File: src/rtl/wdma_pkg.sv
package wdma_pkg;
  typedef enum logic [1:0] {
    ST_IDLE = 2'd0,
    ST_RUN  = 2'd1,
    ST_FIN  = 2'd2
  } wdma_state_e;

  localparam logic [2:0] RA_FIRST = 3'd0;
  localparam logic [2:0] RA_WATCH = 3'd1;
  localparam logic [2:0] RA_IRQEN = 3'd2;
  localparam logic [2:0] RA_SRC   = 3'd3;
  localparam logic [2:0] RA_LEN   = 3'd4;
endpackage

File: src/rtl/wdma_span.sv
// Combinational span arithmetic: rollover flag, end address, watch hit.
module wdma_span #(
  parameter int ADDR_W = 20
) (
  input  logic [ADDR_W-1:0] first,
  input  logic [ADDR_W-1:0] len,
  input  logic [ADDR_W-1:0] watch,
  input  logic              irq_en,
  output logic              rolled,
  output logic [ADDR_W:0]   stop_addr,
  output logic              hit
);
  localparam logic [ADDR_W:0] MEM_TOP = {1'b1, {ADDR_W{1'b0}}};

  logic [ADDR_W:0] sum;
  logic [ADDR_W:0] sum_p1;
  logic [ADDR_W:0] watch_x;
  logic [ADDR_W:0] first_x;

  always_comb begin
    first_x   = {1'b0, first};
    watch_x   = {1'b0, watch};
    sum       = first_x + {1'b0, len};
    sum_p1    = sum + {{ADDR_W{1'b0}}, 1'b1};
    rolled    = (sum > MEM_TOP);
    stop_addr = rolled ? {1'b0, sum_p1[ADDR_W-1:0]} : sum;
    if (rolled)
      hit = irq_en && ((watch_x >= first_x) || (watch_x < stop_addr));
    else
      hit = irq_en && (watch_x >= first_x) && (watch_x < stop_addr);
  end
endmodule

File: src/rtl/wdma_regs.sv
// Programmable registers, launch decode and completion bookkeeping.
module wdma_regs
  import wdma_pkg::*;
#(
  parameter int ADDR_W     = 20,
  parameter int SRC_W      = 32,
  parameter int ALIGN_BITS = 4
) (
  input  logic              clk,
  input  logic              rst,
  input  logic              reg_wr,
  input  logic [2:0]        reg_addr,
  input  logic [SRC_W-1:0]  reg_wdata,
  input  logic              busy,
  input  logic              finish,
  input  logic [ADDR_W:0]   stop_addr,
  input  logic              hit,
  input  logic              irq_ack,
  output logic              launch,
  output logic [ADDR_W-1:0] launch_len,
  output logic [ADDR_W-1:0] first_q,
  output logic [ADDR_W-1:0] watch_q,
  output logic              irq_en_q,
  output logic [ADDR_W-1:0] len_q,
  output logic [SRC_W-1:0]  src_q,
  output logic [ADDR_W:0]   end_q,
  output logic [ADDR_W-1:0] count_q,
  output logic              irq_q
);
  localparam logic [ADDR_W-1:0] ALIGN_MASK = ADDR_W'((1 << ALIGN_BITS) - 1);
  localparam int PAD_W = SRC_W - ADDR_W - 1;

  logic accept;
  logic [SRC_W-1:0] byte_step;

  assign accept     = reg_wr && !busy;
  assign launch     = accept && (reg_addr == RA_LEN);
  assign launch_len = reg_wdata[ADDR_W-1:0];
  assign byte_step  = {{PAD_W{1'b0}}, len_q, 1'b0};

  always_ff @(posedge clk) begin
    if (rst) begin
      first_q  <= '0;
      watch_q  <= '0;
      irq_en_q <= 1'b0;
      len_q    <= '0;
      src_q    <= '0;
      end_q    <= '0;
      count_q  <= '0;
    end else if (finish) begin
      first_q <= stop_addr[ADDR_W-1:0] & ~ALIGN_MASK;
      end_q   <= stop_addr;
      count_q <= len_q;
      src_q   <= src_q + byte_step;
    end else if (accept) begin
      case (reg_addr)
        RA_FIRST: first_q  <= reg_wdata[ADDR_W-1:0];
        RA_WATCH: watch_q  <= reg_wdata[ADDR_W-1:0];
        RA_IRQEN: irq_en_q <= reg_wdata[0];
        RA_SRC:   src_q    <= reg_wdata;
        RA_LEN:   len_q    <= reg_wdata[ADDR_W-1:0];
        default:  ;
      endcase
    end
  end

  always_ff @(posedge clk) begin
    if (rst)
      irq_q <= 1'b0;
    else if (finish && hit)
      irq_q <= 1'b1;
    else if (irq_ack)
      irq_q <= 1'b0;
  end
endmodule

File: src/rtl/wdma_seq.sv
// Burst sequencer: stream handshake, rolling address, registered writes.
module wdma_seq
  import wdma_pkg::*;
#(
  parameter int ADDR_W = 20,
  parameter int DATA_W = 16
) (
  input  logic              clk,
  input  logic              rst,
  input  logic              launch,
  input  logic [ADDR_W-1:0] launch_len,
  input  logic [ADDR_W-1:0] first,
  input  logic              in_valid,
  input  logic [DATA_W-1:0] in_data,
  output logic              in_ready,
  output logic [ADDR_W-1:0] mem_addr,
  output logic [DATA_W-1:0] mem_data,
  output logic              mem_we,
  output logic              busy,
  output logic              finish,
  output logic              done
);
  localparam logic [ADDR_W-1:0] ONE = {{(ADDR_W-1){1'b0}}, 1'b1};

  wdma_state_e       state;
  logic [ADDR_W-1:0] cur_addr;
  logic [ADDR_W-1:0] remain;

  assign in_ready = (state == ST_RUN);
  assign busy     = (state != ST_IDLE);
  assign finish   = (state == ST_FIN);

  always_ff @(posedge clk) begin
    if (rst) begin
      state    <= ST_IDLE;
      cur_addr <= '0;
      remain   <= '0;
      mem_we   <= 1'b0;
      mem_addr <= '0;
      mem_data <= '0;
      done     <= 1'b0;
    end else begin
      mem_we <= 1'b0;
      done   <= 1'b0;
      case (state)
        ST_IDLE: begin
          if (launch) begin
            cur_addr <= first;
            remain   <= launch_len;
            state    <= (launch_len == '0) ? ST_FIN : ST_RUN;
          end
        end
        ST_RUN: begin
          if (in_valid) begin
            mem_we   <= 1'b1;
            mem_addr <= cur_addr;
            mem_data <= in_data;
            cur_addr <= cur_addr + ONE;
            remain   <= remain - ONE;
            if (remain == ONE)
              state <= ST_FIN;
          end
        end
        ST_FIN: begin
          done  <= 1'b1;
          state <= ST_IDLE;
        end
        default: state <= ST_IDLE;
      endcase
    end
  end
endmodule

File: src/rtl/wdma_write_engine.sv
module wdma_write_engine #(
  parameter int ADDR_W     = 20,
  parameter int DATA_W     = 16,
  parameter int SRC_W      = 32,
  parameter int ALIGN_BITS = 4
) (
  input  logic              clk,
  input  logic              rst,
  input  logic              reg_wr,
  input  logic [2:0]        reg_addr,
  input  logic [SRC_W-1:0]  reg_wdata,
  input  logic              in_valid,
  input  logic [DATA_W-1:0] in_data,
  output logic              in_ready,
  output logic [ADDR_W-1:0] mem_addr,
  output logic [DATA_W-1:0] mem_data,
  output logic              mem_we,
  output logic              irq,
  input  logic              irq_ack,
  output logic              busy,
  output logic              done,
  output logic [ADDR_W-1:0] start_addr,
  output logic [ADDR_W:0]   end_addr,
  output logic [SRC_W-1:0]  src_addr,
  output logic [ADDR_W-1:0] word_count,
  output logic [ADDR_W:0]   byte_count
);
  logic              launch;
  logic [ADDR_W-1:0] launch_len;
  logic [ADDR_W-1:0] watch_q;
  logic              irq_en_q;
  logic [ADDR_W-1:0] len_q;
  logic              finish;
  logic              rolled;
  logic [ADDR_W:0]   stop_addr;
  logic              hit;

  wdma_regs #(
    .ADDR_W(ADDR_W), .SRC_W(SRC_W), .ALIGN_BITS(ALIGN_BITS)
  ) u_regs (
    .clk(clk), .rst(rst),
    .reg_wr(reg_wr), .reg_addr(reg_addr), .reg_wdata(reg_wdata),
    .busy(busy), .finish(finish), .stop_addr(stop_addr), .hit(hit),
    .irq_ack(irq_ack),
    .launch(launch), .launch_len(launch_len),
    .first_q(start_addr), .watch_q(watch_q), .irq_en_q(irq_en_q),
    .len_q(len_q), .src_q(src_addr), .end_q(end_addr),
    .count_q(word_count), .irq_q(irq)
  );

  wdma_span #(.ADDR_W(ADDR_W)) u_span (
    .first(start_addr), .len(len_q), .watch(watch_q), .irq_en(irq_en_q),
    .rolled(rolled), .stop_addr(stop_addr), .hit(hit)
  );

  wdma_seq #(.ADDR_W(ADDR_W), .DATA_W(DATA_W)) u_seq (
    .clk(clk), .rst(rst),
    .launch(launch), .launch_len(launch_len), .first(start_addr),
    .in_valid(in_valid), .in_data(in_data), .in_ready(in_ready),
    .mem_addr(mem_addr), .mem_data(mem_data), .mem_we(mem_we),
    .busy(busy), .finish(finish), .done(done)
  );

  assign byte_count = {word_count, 1'b0};

  logic unused_rolled;
  assign unused_rolled = rolled;
endmodule

File: config.mk
export PLATFORM = sky130hd
export DESIGN_NAME = wdma_write_engine
export DESIGN_NICKNAME = d
export VERILOG_FILES = /design/src/rtl/wdma_pkg.sv /design/src/rtl/wdma_span.sv /design/src/rtl/wdma_regs.sv /design/src/rtl/wdma_seq.sv /design/src/rtl/wdma_write_engine.sv
export SDC_FILE = /design/constraint.sdc
export NUM_CORES = 1
export LEC_CHECK = 0
export BUFFER_PORTS_ARGS = -buffer_cell sky130_fd_sc_hd__buf_2
export CAP_MARGIN = 0
export CORE_MARGIN = 10
export CORE_UTILIZATION = 50
export CTS_BUF_LIST = sky130_fd_sc_hd__clkbuf_2 sky130_fd_sc_hd__clkbuf_4 sky130_fd_sc_hd__clkbuf_8
export CTS_CLUSTER_SIZE = 16
export DETAILED_ROUTE_END_ITERATION = 8
export GPL_ROUTABILITY_DRIVEN = 0
export PLACE_DENSITY = 0.72
export SYNTH_ARGS = -nofsm -noshare
export SYNTH_HDL_FRONTEND = slang
export SYNTH_SLANG_ARGS = --single-unit
File: constraint.sdc
create_clock -name clk -period 6.4 [get_ports clk]
set_input_delay 0.32 -clock clk [delete_from_list [all_inputs] [get_ports clk]]
set_output_delay 0.32 -clock clk [all_outputs]
set_load 0.01 [all_outputs]
# == Word-level counts from Yosys, hierarchy flattened ==
# Cells that the tools add are included.
# op_classes
n_addsub,5
order_cmp,3
n_eq_ne,10
n_mux,23
bitwise,2
reduce_logical,28
# ops
op,count
20-bit two-way mux,7
32-bit two-way mux,3
20-bit case mux with 2 select lines,2
20-bit by 1-bit adder with 20-bit output (second input constant),2
32-bit by 21-bit adder with 32-bit output,1
20-bit by 20-bit adder with 21-bit output,1
21-bit > comparator (second input constant),1
20-bit by 21-bit < comparator with 1-bit output,1
21-bit two-way mux,1
20-bit by 1-bit equality test with 1-bit output (second input constant),1
20-bit >= comparator,1
20-bit logical NOT,1
20-bit by 1-bit subtractor with 20-bit output (second input constant),1
3-bit AND reduction,5
2-bit nonzero test,6
2-bit two-way mux,4
2-bit AND reduction,4
3-bit by 2-bit equality test with 1-bit output (second input constant),2
1-bit logical AND,6
1-bit two-way mux,5
2-bit != test (second input constant),2
2-bit case mux with 2 select lines,1
2-bit OR reduction,2
3-bit by 1-bit equality test with 1-bit output (second input constant),1
9 further kinds,10
# totals
regBits,215
inputBits,56
out_inout_bits,155
elab_cells,87

# == Depth between registers and ports, before layout ==
# Gate-level depths: netlist of the first run.
# depth
word_depth,9
mapped_depth,20
mapped_depth_nobuf,20

# == By module ==
# A second synthesis of the first run with hierarchy kept.
# unflattened
hier_cells,1750
hier_area_um2,13822.0
# modules_own_cells
module,n_inst,cells_each,area_each_um2,seq_area_each_um2
wdma_regs,1,798,6575.1,2702.6
wdma_seq,1,524,4073.9,1601.5
wdma_span,1,406,3011.6,0.0
wdma_write_engine,1,22,161.4,0.0

# == Worst setup path after synthesis of the first run ==
# Ideal clock, no wire load.
# synth_timing
path_type,reg-to-reg
start,reg u_regs.first_q[0]
end,reg u_regs.irq_q
setup_time_ns,0.095
t_arrival_ns,4.399
required_ns,6.305
slack_ns,1.906
path_stages_with_launch,19
path_buffers,0
period_less_slack_ns,4.494
cell_sequence,dfxtp_1 ha_1 fa_1 a211oi_4 o21ai_2 xor2_1 nand4_1 or4_4 nor3_1 nand3_1 xor2_1 ha_1 or2_2 a21oi_1 a21oi_1 a211o_1 a21oi_1 o31ai_1 a221oi_1
# synth_via
elab_chain_cells,9
word_cells_on_any_way,14
classes_between,add/sub: 2; order compare: 3; mux: 3; reduce/logical: 6
# synth_rtl
element,line_no,source
start: declaration,wdma_regs.sv:21,"output logic [ADDR_W-1:0] first_q,"
start signal: assignment,wdma_regs.sv:51,first_q <= stop_addr[ADDR_W-1:0] & ~ALIGN_MASK;
start signal: assignment,wdma_regs.sv:57,RA_FIRST: first_q <= reg_wdata[ADDR_W-1:0];
20-bit by 20-bit adder with 21-bit output,wdma_span.sv:23,"sum = first_x + {1'b0, len};"
20-bit by 1-bit adder with 20-bit output or 21-bit > comparator (tied branches),"wdma_span.sv:24, wdma_span.sv:25",
21-bit two-way mux,wdma_span.sv:26,"stop_addr = rolled ? {1'b0, sum_p1[ADDR_W-1:0]} : sum;"
20-bit by 21-bit < comparator with 1-bit output,"wdma_span.sv:28, wdma_span.sv:30",
1-bit logical OR,wdma_span.sv:28,hit = irq_en && ((watch_x >= first_x) || (watch_x < stop_addr));
1-bit logical AND,wdma_span.sv:28,
1-bit two-way mux (*),wdma_span.sv:27,if (rolled)
1-bit logical AND (*),wdma_regs.sv:70,else if (finish && hit)
1-bit two-way mux or 2-bit nonzero test (tied branches),-,
end signal: assignment,wdma_regs.sv:69,irq_q <= 1'b0;
end signal: assignment,wdma_regs.sv:71,irq_q <= 1'b1;
end signal: assignment,wdma_regs.sv:73,irq_q <= 1'b0;
end: declaration,wdma_regs.sv:28,output logic irq_q
# Every way passes the cells marked *; elsewhere a longest branch is shown, timed or not.
# A chain may end at the register's enable or synchronous reset.

# == Worst setup path in the final report of the first run ==
# Ends and elaborated chain as after synthesis.

==> results of run 1 <==
[cells in the mapped netlist (12+ instances only)]
cell / instances
clkbuf_1: 70
ha_1: 84
a21o_1: 26
o21ai_0: 66
buf_4: 21
o22ai_1: 19
a211oi_1: 19
a311oi_1: 20
nand2_1: 280
and3_1: 18
nor3_1: 29
dfxtp_1: 215
xor2_1: 26
nand3_1: 37
inv_1: 42
nand4_1: 19
mux2i_1: 45
a21oi_1: 184
nor2_1: 128
buf_1: 12
nor4_1: 13
xnor2_1: 31
o211ai_1: 14
or3_1: 18
[stage by stage]
step | area [µm²] | instances | util, % | total power (W) | hold slack (ns)
after floorplan | 12300 | 1569 | - | 0.00166 | 0.440
after global placement | 13400 | 2012 | 55.2 | 0.00178 | 0.432
after detailed placement | 13400 | 2012 | 55.2 | 0.00179 | 0.439
after CTS | 14400 | 2094 | 59.4 | 0.00324 | 0.0197
after global routing | 14400 | 2094 | 59.4 | 0.00334 | 0.0316
final | 14400 | 2096 | 59.4 | 0.00323 | 0.0394
[area by class of cell]
cell class              instances  area [µm²]
fillers                      2236        9840
multi-input cells            1207        7350
flip-flops and latches        215        4300
repair buffers                239        1320
clock buffers                  54         718
well taps                     324         405
inverters                      43         161
clock inverters                12         144
diodes                          2        5.00
[how the worst max path moves through the flow]
stage,end,cells past startpoint,from
6_report,u_regs.irq_q$_SDFFE_PP0P_,19,u_regs.first_q[0]$_SDFFE_PP0P_
5_1_grt,u_regs.irq_q$_SDFFE_PP0P_,19,u_regs.first_q[0]$_SDFFE_PP0P_
3_3_place_gp,u_regs.irq_q$_SDFFE_PP0P_,19,u_regs.first_q[0]$_SDFFE_PP0P_
2_1_floorplan,u_regs.irq_q$_SDFFE_PP0P_,18,u_regs.first_q[0]$_SDFFE_PP0P_
3_5_place_dp,u_regs.irq_q$_SDFFE_PP0P_,19,u_regs.first_q[0]$_SDFFE_PP0P_
4_1_cts,u_regs.irq_q$_SDFFE_PP0P_,19,u_regs.first_q[0]$_SDFFE_PP0P_
[where the power goes]
part / internal (W) / total [W] / switching, W
sequential: 0.00137 / 0.00140 / 0.0000363
clock: 0.000847 / 0.00145 / 0.000606
combinational: 0.000143 / 0.000375 / 0.000231
total: 0.00236 / 0.00323 / 0.000873
[critical path, stage by stage, from the launching register on]
cell and delay, ns:
dfxtp_1 0.35, ha_1 0.25, fa_1 0.48, a211oi_4 0.35, o21ai_2 0.10, xor2_1 0.24, nand4_1 0.22, or4_4 0.51
nor4_1 0.34, xor2_1 0.38, ha_1 0.33, a21o_1 0.17, a21oi_1 0.16, nor2b_1 0.06, o21ai_0 0.13, a21oi_1 0.12
a211o_1 0.30, a21oi_1 0.13, o31ai_1 0.08, a221oi_1 0.32
[registers in the layout (all words and copies together), names as in the netlist]
register,count
u_regs.watch_q,20
u_regs.end_q,21
u_seq.done,1
u_seq.state,2
u_regs.first_q,20
u_seq.remain,20
u_regs.count_q,20
u_regs.irq_q,1
u_seq.cur_addr,20
u_seq.mem_addr,20
u_seq.mem_we,1
u_regs.irq_en_q,1
u_regs.src_q,32
u_regs.len_q,20
u_seq.mem_data,16
[cells by family after synthesis]
kind of cell,after synthesis
xor gates and xnor gates,57
buffers and inverters,147
AOI/OAI and AO/OA,423
and+or+nand+nor,595
muxes,45
other,1
DFF,215
adders and majority gates,86
[per-layer routing]
layer / vias up / GRT usage, % / share of wire, %
met2: 697 / 38.3 / 41
met4: 0 / 13.8 / 5.6
met1: 5858 / 34.9 / 42
met3: 140 / 8.15 / 11
met5: - / 0 / 0
li1: 5941 / - / -
==> results.json, run 1 <==
{
  "outcome": "completed",
  "io_buffers": 209,
  "slew-limit-headroom_pct": 21.6,
  "start_util_pct": 50.6,
  "final_cell_mix": "nand2_1 (279), dfxtp_1 (215), buf_2 (208), a21oi_1 (184), nor2_1 (127)",
  "clock_latency_ns": 0.55,
  "io_pins": 211,
  "synth_edf_count": 0,
  "cts-resized-gates": 0,
  "ctsHoldBuffers": 16,
  "synthAdderAreaFrac_pct": 8.89,
  "finalSetupViolCount": 0,
  "path_class": "reg2reg",
  "clock_sinks": 215,
  "post_cts_buffers": 0,
  "drv_slew": 0,
  "syn_area_per_cell_um2": 7.82,
  "ir_worst_vdd_v": 0.000159,
  "r2r_setup_slack_ns": 1.31,
  "power.density_mw_per_mm2": 224,
  "r2r_cells": 19,
  "arrival_ns": 5.52,
  "cts_made_buffers": 38,
  "clk_path_buf_depth": 3,
  "tritoncts": "done",
  "period_minus_slack_ns": 5.09,
  "synth.ff_latch_count": 215,
  "hold_start": "reg_wdata[29]",
  "synth-simple-area-share_pct": 21.8,
  "synth_area_leader_cell": "dfxtp_1",
  "skew_ns": 0.0286,
  "r2r_end": "u_regs.irq_q$_SDFFE_PP0P_",
  "grt_pass1_wl_um": 66500,
  "die_area_mm2": 0.0312,
  "holdPathStages": 3,
  "grt_setup_unrepaired": "false",
  "fin_crit_sh_pct": 79.5,
  "syn-instance-count": 1569,
  "maxCapViolations": 0,
  "ys_warn_count": 0,
  "rows": 57,
  "crit_path_start_kind": "register",
  "path_clk_slew_ns": 0.07,
  "synth_nets": 1711,
  "finalWirelength_um": 43200,
  "grt_usage_pct": 26.6,
  "yosys-top-cells-area": "dfxtp_1 (35%), ha_1 (8.6%), nand2_1 (8.6%)",
  "drtIter0Drc": 1225,
  "synthArstFlopShare_pct": 0,
  "drive_above_1_share_pct": 17.6,
  "synth_top_family_by_area": "simple AND/OR/NAND/NOR gates",
  "syn_to_final_growth_pct": 17.4,
  "cts_root_buf": "clkbuf_8",
  "worst_pin_slew_ns": 1.18,
  "min_path_type": "in2reg",
  "min_to": "u_regs.src_q[29]$_SDFFE_PP0P_",
  "via_count": 12636,
  "fin_nets": 1886,
  "core-area_mm2": 0.0242,
  "grt_overflow": 0,
  "synth_top_area_share_pct": 35.1,
  "required_ns": 6.84,
  "synthMuxAreaShare_pct": 3.67,
  "synth-compound-area-share_pct": 21.4,
  "drtAntennaViolNets": 0,
  "synthFlopType": "dfxtp_1",
  "die_w_um": 177,
  "hold_viol": 0,
  "setup.worst_path.end_class": "register",
  "final_common_cell": "nand2_1",
  "dp_worst_setup_slack_ns": 1.42,
  "crit_fanout": 5,
  "first_global_vias": 11755,
  "htreeDepth": 2,
  "reg2reg_from": "u_regs.first_q[0]$_SDFFE_PP0P_",
  "wl_per_cell_um": 20.6,
  "synth-xor-area-share_pct": 4.07,
  "antenna_found_initial": 1,
  "drtPass1Iterations": 5,
  "grt_max_degree": 82,
  "synth-seq-area-share_pct": 35.1,
  "netlist_area_mm2": 0.0123,
  "power.leakage_nw": 6.42,
  "die_h_um": 177,
  "setup_slack_ns": 1.31,
  "max_freq_mhz": 197,
  "drc": 0,
  "dp_hpwl_um": 31200,
  "fin_tns_setup_ns": 0,
  "post_drt_via_cell_ratio": 6.03,
  "synth_cell_type_count": 68
}
(Power assumes the default switching activity.)
==> run 2: changes to the inputs <==
--- a/config.mk
+++ b/config.mk
@@ -5,6 +5,7 @@
 export SDC_FILE = /design/constraint.sdc
 export NUM_CORES = 1
 export LEC_CHECK = 0
+export ABC_AREA = 1
 export BUFFER_PORTS_ARGS = -buffer_cell sky130_fd_sc_hd__buf_2
 export CAP_MARGIN = 0
 export CORE_MARGIN = 10
==> constraint.sdc (replaced) <==
create_clock -name clk -period 5.1 [get_ports clk]
set_input_delay 0.255 -clock clk [delete_from_list [all_inputs] [get_ports clk]]
set_output_delay 0.255 -clock clk [all_outputs]
set_load 0.01 [all_outputs]
==> results.json, run 2 <==
{
  "max_freq_mhz": 212,
  "crit_fanout": 13,
  "synth_top_family_by_area": "simple AND/OR/NAND/NOR gates",
  "power_w": 0.00408,
  "synth_edf_count": 0,
  "crit_path_start_kind": "register",
  "path_class": "reg2reg",
  "rows": 59,
  "synthFlopType": "dfxtp_1",
  "largest_register_ffs": 32,
  "top_register": "u_regs.src_q",
  "grt_usage_pct": 27.0,
  "drtIter0Drc": 1547,
  "grt_overflow": 0,
  "synth-compound-area-share_pct": 21.3,
  "die_area_mm2": 0.0331,
  "final_cell_mix": "nand2_1 (341), dfxtp_1 (215), buf_2 (209), nor2_1 (197), inv_1 (187)",
  "die_w_um": 182,
  "power.leakage_nw": 7.35,
  "setup.worst_path.end_class": "register",
  "fin_tns_setup_ns": 0,
  "htreeDepth": 2,
  "netlist_area_mm2": 0.0131,
  "first_global_vias": 13310,
  "power.density_mw_per_mm2": 266,
  "synth.ff_latch_count": 215,
  "crit_path_end": "u_regs.irq_q$_SDFFE_PP0P_",
  "drtPass1Iterations": 6,
  "hold_viol": 0,
  "arrival_ns": 5.19,
  "wl_per_cell_um": 19.6,
  "design_area_mm2": 0.0153,
  "min_path_type": "in2reg",
  "synthArstFlopShare_pct": 0,
  "dp_worst_setup_slack_ns": 0.488,
  "utilization_pct": 59.1,
  "synth_area_leader_cell": "dfxtp_1",
  "grt_max_degree": 73,
  "period_minus_slack_ns": 4.72,
  "synth-simple-area-share_pct": 24.6,
  "drc": 0,
  "post_drt_via_cell_ratio": 5.81,
  "cts_made_buffers": 38,
  "antenna_found_initial": 3,
  "clock_sinks": 215,
  "slew-limit-headroom_pct": 9.34,
  "io_pins": 211,
  "finalWirelength_um": 47700,
  "fin_nets": 2215,
  "via_count": 14133,
  "grt_setup_unrepaired": "false",
  "syn_area_per_cell_um2": 7.00,
  "synth-seq-area-share_pct": 32.8,
  "syn_to_final_growth_pct": 16.9,
  "skew_ns": 0.0210,
  "synth-xor-area-share_pct": 3.71,
  "core-area_mm2": 0.0260,
  "yosys-top-cells-area": "dfxtp_1 (33%), nand2_1 (9.7%), ha_1 (8.0%)",
  "required_ns": 5.58,
  "ys_warn_count": 0,
  "maxCapViolations": 0,
  "place_area_mm2": 0.0144,
  "clk_path_buf_depth": 3,
  "ir_worst_vdd_v": 0.000215,
  "holdPathStages": 3,
  "synth_nets": 2018,
  "finalSetupViolCount": 0,
  "clock_latency_ns": 0.56,
  "synth_top_area_share_pct": 32.8,
  "syn-instance-count": 1876,
  "drtAntennaViolNets": 0,
  "reg.largest.list": "u_regs.src_q: 32 flops, u_regs.end_q: 21 flops",
  "path_clk_slew_ns": 0.07,
  "cp-startpoint": "u_regs.first_q[0]$_SDFFE_PP0P_",
  "r2r_end": "u_regs.irq_q$_SDFFE_PP0P_",
  "ctsHoldBuffers": 17,
  "synthMuxAreaShare_pct": 0,
  "synthAdderAreaFrac_pct": 8.31,
  "tritoncts": "done",
  "start_util_pct": 50.5,
  "worst_pin_slew_ns": 1.35,
  "die_h_um": 182,
  "drv_slew": 0,
  "yosysMostFrequentCell": "nand2_1",
  "final_common_cell": "nand2_1",
  "r2r_cells": 27,
  "r2r_setup_slack_ns": 0.38,
  "synth_cell_type_count": 61,
  "fin_crit_sh_pct": 92.5,
  "cts-resized-gates": 0,
  "dp_hpwl_um": 35900,
  "cts_root_buf": "clkbuf_8",
  "setup_slack_ns": 0.384,
  "grt_pass1_wl_um": 72800,
  "drive_above_1_share_pct": 18.0,
  "io_buffers": 209,
  "reg2reg_from": "u_regs.first_q[0]$_SDFFE_PP0P_",
  "synthTopCellsByCount": "nand2_1 (341), dfxtp_1 (215), nor2_1 (201)",
  "post_cts_buffers": 0,
  "outcome": "completed"
}
[run 2: cell count changes in the layout (fill, tap and decap cells not counted), sizes merged, moves of 23 or more]
cell	delta
a21o	-25
inv	+161
mux2i	-45
nand2	+86
nand3	+42
nor2	+82
o21ai	+131
xnor2	-23
[run 2: area by class of cell]
| class | count | area [µm²] |
|---|---|---|
| repair buffers | 248 | 1380 |
| clock inverters | 8 | 93.8 |
| clock buffers | 56 | 727 |
| fillers | 2467 | 10600 |
| inverters | 207 | 779 |
| flip-flops and latches | 215 | 4300 |
| multi-input cells | 1363 | 7640 |
| diodes | 2 | 5.00 |
| well taps | 335 | 419 |
[run 2: worst max-delay path: stages, from the launching register on]
cell and delay [ns]:
dfxtp_1 0.37, ha_1 0.27, fa_1 0.44, nand2_2 0.13, nand2_2 0.08, nand3_1 0.11
nand2_1 0.08, nand3_1 0.13, nand2_1 0.09, nand2_1 0.08, nand2_2 0.08, nor2_1 0.13
nand2_2 0.08, o21bai_4 0.25, inv_4 0.14, nand3_2 0.13, nor2_1 0.07, xor2_1 0.44
ha_1 0.35, a21oi_1 0.14, nor2_1 0.05, a2111oi_0 0.47, o21ai_0 0.17, inv_1 0.07
nand2_1 0.05, nand2_1 0.05, nand2_1 0.05, a21oi_1 0.14
[run 2: worst min path at each step]
stage,from,slack [ns],endpoint
after CTS,reg_wdata[29],0.02,u_regs.src_q[29]$_SDFFE_PP0P_
final,reg_wdata[29],0.05,u_regs.src_q[29]$_SDFFE_PP0P_
after floorplan,in_data[0],0.39,u_seq.mem_data[0]$_SDFFE_PP0P_
after global placement,u_regs.end_q[15]$_SDFFE_PP0P_,0.43,u_regs.end_q[15]$_SDFFE_PP0P_
after global routing,irq_ack,0.05,u_regs.irq_q$_SDFFE_PP0P_
after detailed placement,u_regs.end_q[7]$_SDFFE_PP0P_,0.44,u_regs.end_q[7]$_SDFFE_PP0P_
[run 2: logic make-up after synthesis]
logic type | count (synthesis)
xor+xnor | 53
other cells | 1
simple gates | 735
buf+inv | 298
compound gates | 488
flops | 215
fa+ha+maj | 86
[run 2: per-layer routing]
metal / vias to the layer above / track usage, % / wire [µm]
li1: 6705 / - / -
met1: 6484 / 34.4 / 19400
met2: 795 / 41.8 / 20800
met3: 149 / 7.77 / 5570
met4: 0 / 11.1 / 1970
met5: - / 0 / 0
[run 2: stage by stage]
step / instances / hold WS, ns
after detailed placement: 2351 / 0.438
after CTS: 2432 / 0.0211
final: 2434 / 0.0506
after global routing: 2433 / 0.0491
after global placement: 2351 / 0.435
after floorplan: 1876 / 0.390
[run 2: power breakdown]
group | internal, W | total [W] | switching, W
sequential | 0.00172 | 0.00177 | 0.0000484
clock | 0.00101 | 0.00176 | 0.000751
combinational | 0.000186 | 0.000542 | 0.000357
total | 0.00292 | 0.00408 | 0.00116
